`config.mk`:
```
export PLATFORM = sky130hd
export DESIGN_NAME = restoring_serial_divider
export DESIGN_NICKNAME = d
export VERILOG_FILES = /design/src/rtl/rsd_pkg.sv /design/src/rtl/rsd_serial_sub.sv /design/src/rtl/rsd_discriminator.sv /design/src/rtl/rsd_sequencer.sv /design/src/rtl/restoring_serial_divider.sv
export SDC_FILE = /design/constraint.sdc
export NUM_CORES = 1
export LEC_CHECK = 0
export ABC_AREA = 1
export BUFFER_PORTS_ARGS = -buffer_cell sky130_fd_sc_hd__buf_4
export CORE_UTILIZATION = 55
export DETAILED_ROUTE_END_ITERATION = 10
export PLACE_DENSITY_LB_ADDON = 0.1
export SLEW_MARGIN = 20
export SYNTH_ARGS = -nofsm -noshare
export SYNTH_HDL_FRONTEND = slang
export SYNTH_SLANG_ARGS = --single-unit
```
`constraint.sdc`:
```
create_clock -name clk -period 1.61 [get_ports clk]
set_input_delay 0.0805 -clock clk [delete_from_list [all_inputs] [get_ports clk]]
set_output_delay 0.0805 -clock clk [all_outputs]
set_load 0.02 [all_outputs]
```
`src/rtl/rsd_pkg.sv`:
```
`timescale 1ns/1ps
package rsd_pkg;

  typedef enum logic [1:0] {
    PH_IDLE = 2'd0,
    PH_SUB  = 2'd1,
    PH_SEL  = 2'd2
  } phase_t;

  // one-bit full adder, sum output
  function automatic logic fa_sum(input logic a, input logic b, input logic c);
    return a ^ b ^ c;
  endfunction

  // one-bit full adder, carry output
  function automatic logic fa_carry(input logic a, input logic b, input logic c);
    return (a & b) | (a & c) | (b & c);
  endfunction

endpackage

```
`src/rtl/rsd_serial_sub.sv`:
```
`timescale 1ns/1ps
// Serial subtractor: minuend minus subtrahend, LSB first.
// The subtrahend is complemented and the carry preset to one.
module rsd_serial_sub
  import rsd_pkg::*;
#(
  parameter int SW = 32
) (
  input  logic          clk,
  input  logic          rst_n,
  input  logic          preset,
  input  logic          en,
  input  logic          m_bit,
  input  logic          s_bit,
  output logic [SW-1:0] diff_word
);

  logic carry_q;
  logic sum_bit;
  logic s_inv;

  assign s_inv   = ~s_bit;
  assign sum_bit = fa_sum(m_bit, s_inv, carry_q);

  always_ff @(posedge clk or negedge rst_n) begin
    if (!rst_n) begin
      carry_q   <= 1'b0;
      diff_word <= '0;
    end else if (preset) begin
      carry_q <= 1'b1;
    end else if (en) begin
      carry_q   <= fa_carry(m_bit, s_inv, carry_q);
      diff_word <= {sum_bit, diff_word[SW-1:1]};
    end
  end

endmodule

```
`src/rtl/rsd_discriminator.sv`:
```
`timescale 1ns/1ps
// Chooses the next partial remainder from two candidates by the sign
// of the completed difference, and emits the quotient bit.
module rsd_discriminator #(
  parameter int W = 30
) (
  input  logic         sign,
  input  logic [W-1:0] cand_keep,
  input  logic [W-1:0] cand_diff,
  output logic [W-1:0] new_rem,
  output logic         qbit
);

  always_comb begin
    if (sign) begin
      new_rem = cand_keep;
      qbit    = 1'b0;
    end else begin
      new_rem = cand_diff;
      qbit    = 1'b1;
    end
  end

endmodule

```
`src/rtl/rsd_sequencer.sv`:
```
`timescale 1ns/1ps
// Timing network: serial subtract phase, then one select cycle, per bit.
module rsd_sequencer
  import rsd_pkg::*;
#(
  parameter int W  = 30,
  parameter int SW = W + 2
) (
  input  logic clk,
  input  logic rst_n,
  input  logic start,
  output logic idle,
  output logic load,
  output logic sub_en,
  output logic sel_fire,
  output logic last_iter,
  output logic preset,
  output logic done
);

  localparam int BW = $clog2(SW);
  localparam int IW = $clog2(W);

  phase_t        phase;
  logic [BW-1:0] bit_cnt;
  logic [IW-1:0] iter_cnt;

  assign idle      = (phase == PH_IDLE);
  assign load      = start && idle;
  assign sub_en    = (phase == PH_SUB);
  assign sel_fire  = (phase == PH_SEL);
  assign last_iter = (iter_cnt == IW'(W - 1));
  assign preset    = load || (sel_fire && !last_iter);

  always_ff @(posedge clk or negedge rst_n) begin
    if (!rst_n) begin
      phase    <= PH_IDLE;
      bit_cnt  <= '0;
      iter_cnt <= '0;
      done     <= 1'b0;
    end else begin
      case (phase)
        PH_IDLE: begin
          if (start) begin
            phase    <= PH_SUB;
            bit_cnt  <= '0;
            iter_cnt <= '0;
            done     <= 1'b0;
          end
        end
        PH_SUB: begin
          if (bit_cnt == BW'(SW - 1)) phase <= PH_SEL;
          else                        bit_cnt <= bit_cnt + 1'b1;
        end
        PH_SEL: begin
          bit_cnt <= '0;
          if (last_iter) begin
            phase <= PH_IDLE;
            done  <= 1'b1;
          end else begin
            iter_cnt <= iter_cnt + 1'b1;
            phase    <= PH_SUB;
          end
        end
        default: phase <= PH_IDLE;
      endcase
    end
  end

endmodule

```
`src/rtl/restoring_serial_divider.sv`:
```
`timescale 1ns/1ps
module restoring_serial_divider #(
  parameter int W = 30
) (
  input  logic         clk,
  input  logic         rst_n,
  input  logic         start,
  input  logic [W-1:0] dividend,
  input  logic [W-1:0] divisor,
  output logic         done,
  output logic [W-1:0] quotient,
  output logic [W-1:0] remainder
);

  localparam int SW = W + 2;  // shifted remainder W+1 bits plus sign

  logic [SW-1:0] rem_loop;
  logic [SW-1:0] div_loop;
  logic [W-1:0]  dvd_sr;
  logic [W-1:0]  quo_q;
  logic [SW-1:0] diff_word;

  logic seq_idle, load, sub_en, sel_fire, last_iter, preset;
  logic sign;
  logic qbit;
  logic [W:0]   cand_shift;
  logic [W-1:0] div_word;
  logic [W-1:0] new_rem;

  rsd_sequencer #(.W(W), .SW(SW)) u_seq (
    .clk       (clk),
    .rst_n     (rst_n),
    .start     (start),
    .idle      (seq_idle),
    .load      (load),
    .sub_en    (sub_en),
    .sel_fire  (sel_fire),
    .last_iter (last_iter),
    .preset    (preset),
    .done      (done)
  );

  rsd_serial_sub #(.SW(SW)) u_sub (
    .clk       (clk),
    .rst_n     (rst_n),
    .preset    (preset),
    .en        (sub_en),
    .m_bit     (rem_loop[0]),
    .s_bit     (div_loop[0]),
    .diff_word (diff_word)
  );

  assign sign       = diff_word[SW-1];
  assign cand_shift = rem_loop[W:0];
  assign div_word   = div_loop[W-1:0];

  rsd_discriminator #(.W(W)) u_disc (
    .sign      (sign),
    .cand_keep (cand_shift[W-1:0]),
    .cand_diff (diff_word[W-1:0]),
    .new_rem   (new_rem),
    .qbit      (qbit)
  );

  always_ff @(posedge clk or negedge rst_n) begin
    if (!rst_n) begin
      rem_loop <= '0;
      div_loop <= '0;
      dvd_sr   <= '0;
      quo_q    <= '0;
    end else if (load) begin
      div_loop <= {2'b00, divisor};
      rem_loop <= {{(SW-1){1'b0}}, dividend[W-1]};
      dvd_sr   <= {dividend[W-2:0], 1'b0};
      quo_q    <= '0;
    end else if (sub_en) begin
      rem_loop <= {rem_loop[0], rem_loop[SW-1:1]};
      div_loop <= {div_loop[0], div_loop[SW-1:1]};
    end else if (sel_fire) begin
      quo_q  <= {quo_q[W-2:0], qbit};
      dvd_sr <= {dvd_sr[W-2:0], 1'b0};
      if (last_iter) rem_loop <= {2'b00, new_rem};
      else           rem_loop <= {1'b0, new_rem, dvd_sr[W-1]};
    end
  end

  assign quotient  = quo_q;
  assign remainder = rem_loop[W-1:0];

endmodule

```
==> results.md <==
* Total gr overflow at 0
* Via count at 6849
* Syn avg cell area at 8.07 µm²
* Max Fanout on Critical Path at 6
* P_leak at 5.17 nW
* Hpwl dp at 10700 µm
* Ranking of synthesized cells by instance count: nand2_1 (327), dfrtp_1 (169), o21ai_0 (151)
* Final Hold Fails at 0
* Most common cell in the netlist: nand2_1
* Clk pin slew, worst setup/hold paths at 0.06 ns
* Final worst slack at 0.0986 ns
* Initial DRC Count at 404
* Top cells by area, synth: dfrtp_1 (52%), nand2_1 (15%), o21ai_0 (9.2%), inv_1 (6.2%), buf_4 (3.6%)
* Die X at 124 µm
* Worst-path cell chain: ha_2 > nand2_2 > nor2_2 > ha_2 > inv_2 > nand2_4 > nand2_4 > buf_6 > nand3_2 > nand2_1
* Initial core utilization at 56.3%
* Max cap viols at 0
* CTS tree: yes
* Clock sinks at 169
* Run status: finished clean
* Crit. End Element: register
* First-pass GRT wire length at 29800 µm
* Rel. slew slack at 68.0%
* Final #Nets at 1217
* Startpoint types: register
* Top FF cell, synth: dfrtp_1
* Period utilization at 93.9%
* Die Area at 15400 µm²
* GR Util All Layers at 24.9%
* Slew Limit Fails at 0
* Area grow syn2layout at 26.9%
* Post-synth top area share at 51.7%
* Clk root buf: clkbuf_16
* Post-route ant nets at 0
* DRC at 0
* Slowest-stage cell, CP: dfrtp_1
* Clk_lat worst skew at 0.42 ns
* Clk buf depth at 2
* Via/cell ratio at 5.09
* Number of cell rows at 44
* Num ports at 124
* Worst slack, placed at -0.00151 ns
* TritonCTS Buffers at 17
* EDFF count, synth at 0
* Die span in y at 124 µm
* Fmax at 662 MHz
* PD cells at 845 nW/µm²
* Slew @ Worst Pin at 0.480 ns
* Seq/Total Area, Yosys at 51.7%
* Setup CP Type: reg2reg
* Synthesized Nets at 1082
* Routed len/inst at 13.1 µm
* Largest net degree at the start of global routing at 70
* Worst EP arrival at 1.83 ns
* Critical Path RT at 1.93 ns
* HP Class: in2reg
* Fin util at 71.5%
* Vias in the first global route at 6408
* IO Port Bufs at 123
* Clock Skews at 0.00812 ns
* Drt pass-1 iters at 5
* Most area-hungry cell type in the Yosys netlist: dfrtp_1
* Area of the core at 14500 µm²
* Netlist Area Pre-Place at 8190 µm²
* Synth Instances at 1014
* YS warnings at 0
* Final setup violation count at 0
* H-tree Lvls at 4
* Fin crit period at 1.51 ns
* Layout cell share with drive strength beyond 1 at 17.3%
* Distinct cell type count after synthesis at 26
* Worst path max stage delay at 0.40 ns
* DRT Wirelength at 17700 µm
* Number of antenna diodes at 0
* Tot Pwr at 8.78 mW
* Peak VDD IR at 715 µV
* Initial antenna violation count at 0
* Post-synth ARST share at 100%
* Yosys reg bits at 169
* GP Congestion at 0.805
logic make-up after synthesis:
family / after synthesis / synth area share (%)
simple gates: 387 / 18.8
buf+inv: 230 / 13.1
compound gates: 221 / 15.4
flops: 169 / 51.7
fa+ha+maj: 5 / 0.856
xor+xnor: 2 / 0.214
layout make-up:
cell class / instances / area (µm²)
clock buffers: 18 / 439
clock inverters: 14 / 170
fillers: 1131 / 4140
inverters: 139 / 527
multi-input cells: 615 / 2930
flip-flops and latches: 169 / 4230
well taps: 184 / 230
repair buffers: 207 / 1860
where the power goes:
part	switching (mW)	leakage, nW	total [mW]	internal (mW)
combinational	0.135	3.02	0.342	0.207
clock	1.70	0.301	4.19	2.49
sequential	0	1.86	4.25	4.25
total	1.84	5.17	8.78	6.94
metrics by stage:
stage / std cells / area, µm² / hold slack (ns) / setup TNS [ns]
2_1_floorplan: 1014 / 8190 / -0.215 / 0
3_3_place_gp: 1253 / 9120 / 0.0566 / 0
3_5_place_dp: 1253 / 9120 / 0.0618 / -0.00151
4_1_cts: 1345 / 10300 / 0.0541 / 0
5_1_grt: 1346 / 10400 / 0.0617 / -0.0379
6_report: 1346 / 10400 / 0.0673 / 0
cells in the final DEF, fill, tap and decap left out, types with 17 or more instances in the layout:
cell	count
buf_4	132
clkbuf_16	17
dfrtp_1	168
dlygate4sd3_1	60
inv_1	134
nand2_1	323
nand3_1	38
o21ai_0	150
o221ai_1	30
o22ai_1	31
sequential cells by signal, summed over array words and instances, names as in the netlist, 2 cells and up:
register	flops
div_loop	32
rem_loop	32
u_sub.diff_word	32
quotient	30
dvd_sr	29
u_seq.bit_cnt	5
u_seq.iter_cnt	5
u_seq.phase	2
what timing repair did:
item / CTS / global route
resized for setup: 4 / 15
gates cloned: 0 / 0
hold buffers: 60 / 0
setup endpoints to repair: 5 / 36
pin swaps: 0 / 5
hold endpoints to repair: 134 / 0
buffers inserted: 0 / 1
worst paths after layout:
| path | from | endpoint | slack, ns | cells past startpoint |
|---|---|---|---|---|
| max | u_seq.bit_cnt[0]$_DFFE_PN0P_ | u_seq.bit_cnt[4]$_DFFE_PN0P_ | 0.1 | 10 |
| min | dividend[29] | rem_loop[0]$_DFFE_PN0P_ | 0.07 | 5 |
| max reg2reg | u_seq.bit_cnt[0]$_DFFE_PN0P_ | u_seq.bit_cnt[4]$_DFFE_PN0P_ | 0.1 | 10 |
| min reg2reg | u_sub.diff_word[30]$_DFFE_PN0P_ | u_sub.diff_word[29]$_DFFE_PN0P_ | 0.48 | 2 |
| max in group asynchronous | rst_n | div_loop[31]$_DFFE_PN0P_ | 0.84 | 3 |
| min in group asynchronous | rst_n | dvd_sr[14]$_DFFE_PN0P_ | 0.16 | 2 |
metal layers:
layer | vias up | wire, µm | track usage, %
li1 | 3486 | - | -
met1 | 3216 | 8110 | 32.7
met2 | 135 | 8780 | 41.8
met3 | 12 | 668 | 5.45
met4 | 0 | 132 | 6.62
met5 | - | 0 | 0
worst max-delay path, delay by kind of cell (launching register included):
family	cells	cell delay (ns)
fa+ha+maj	2	0.39
simple gates	6	0.45
buf+inv	2	0.17
flops	1	0.40
(Power assumes the default switching activity.)
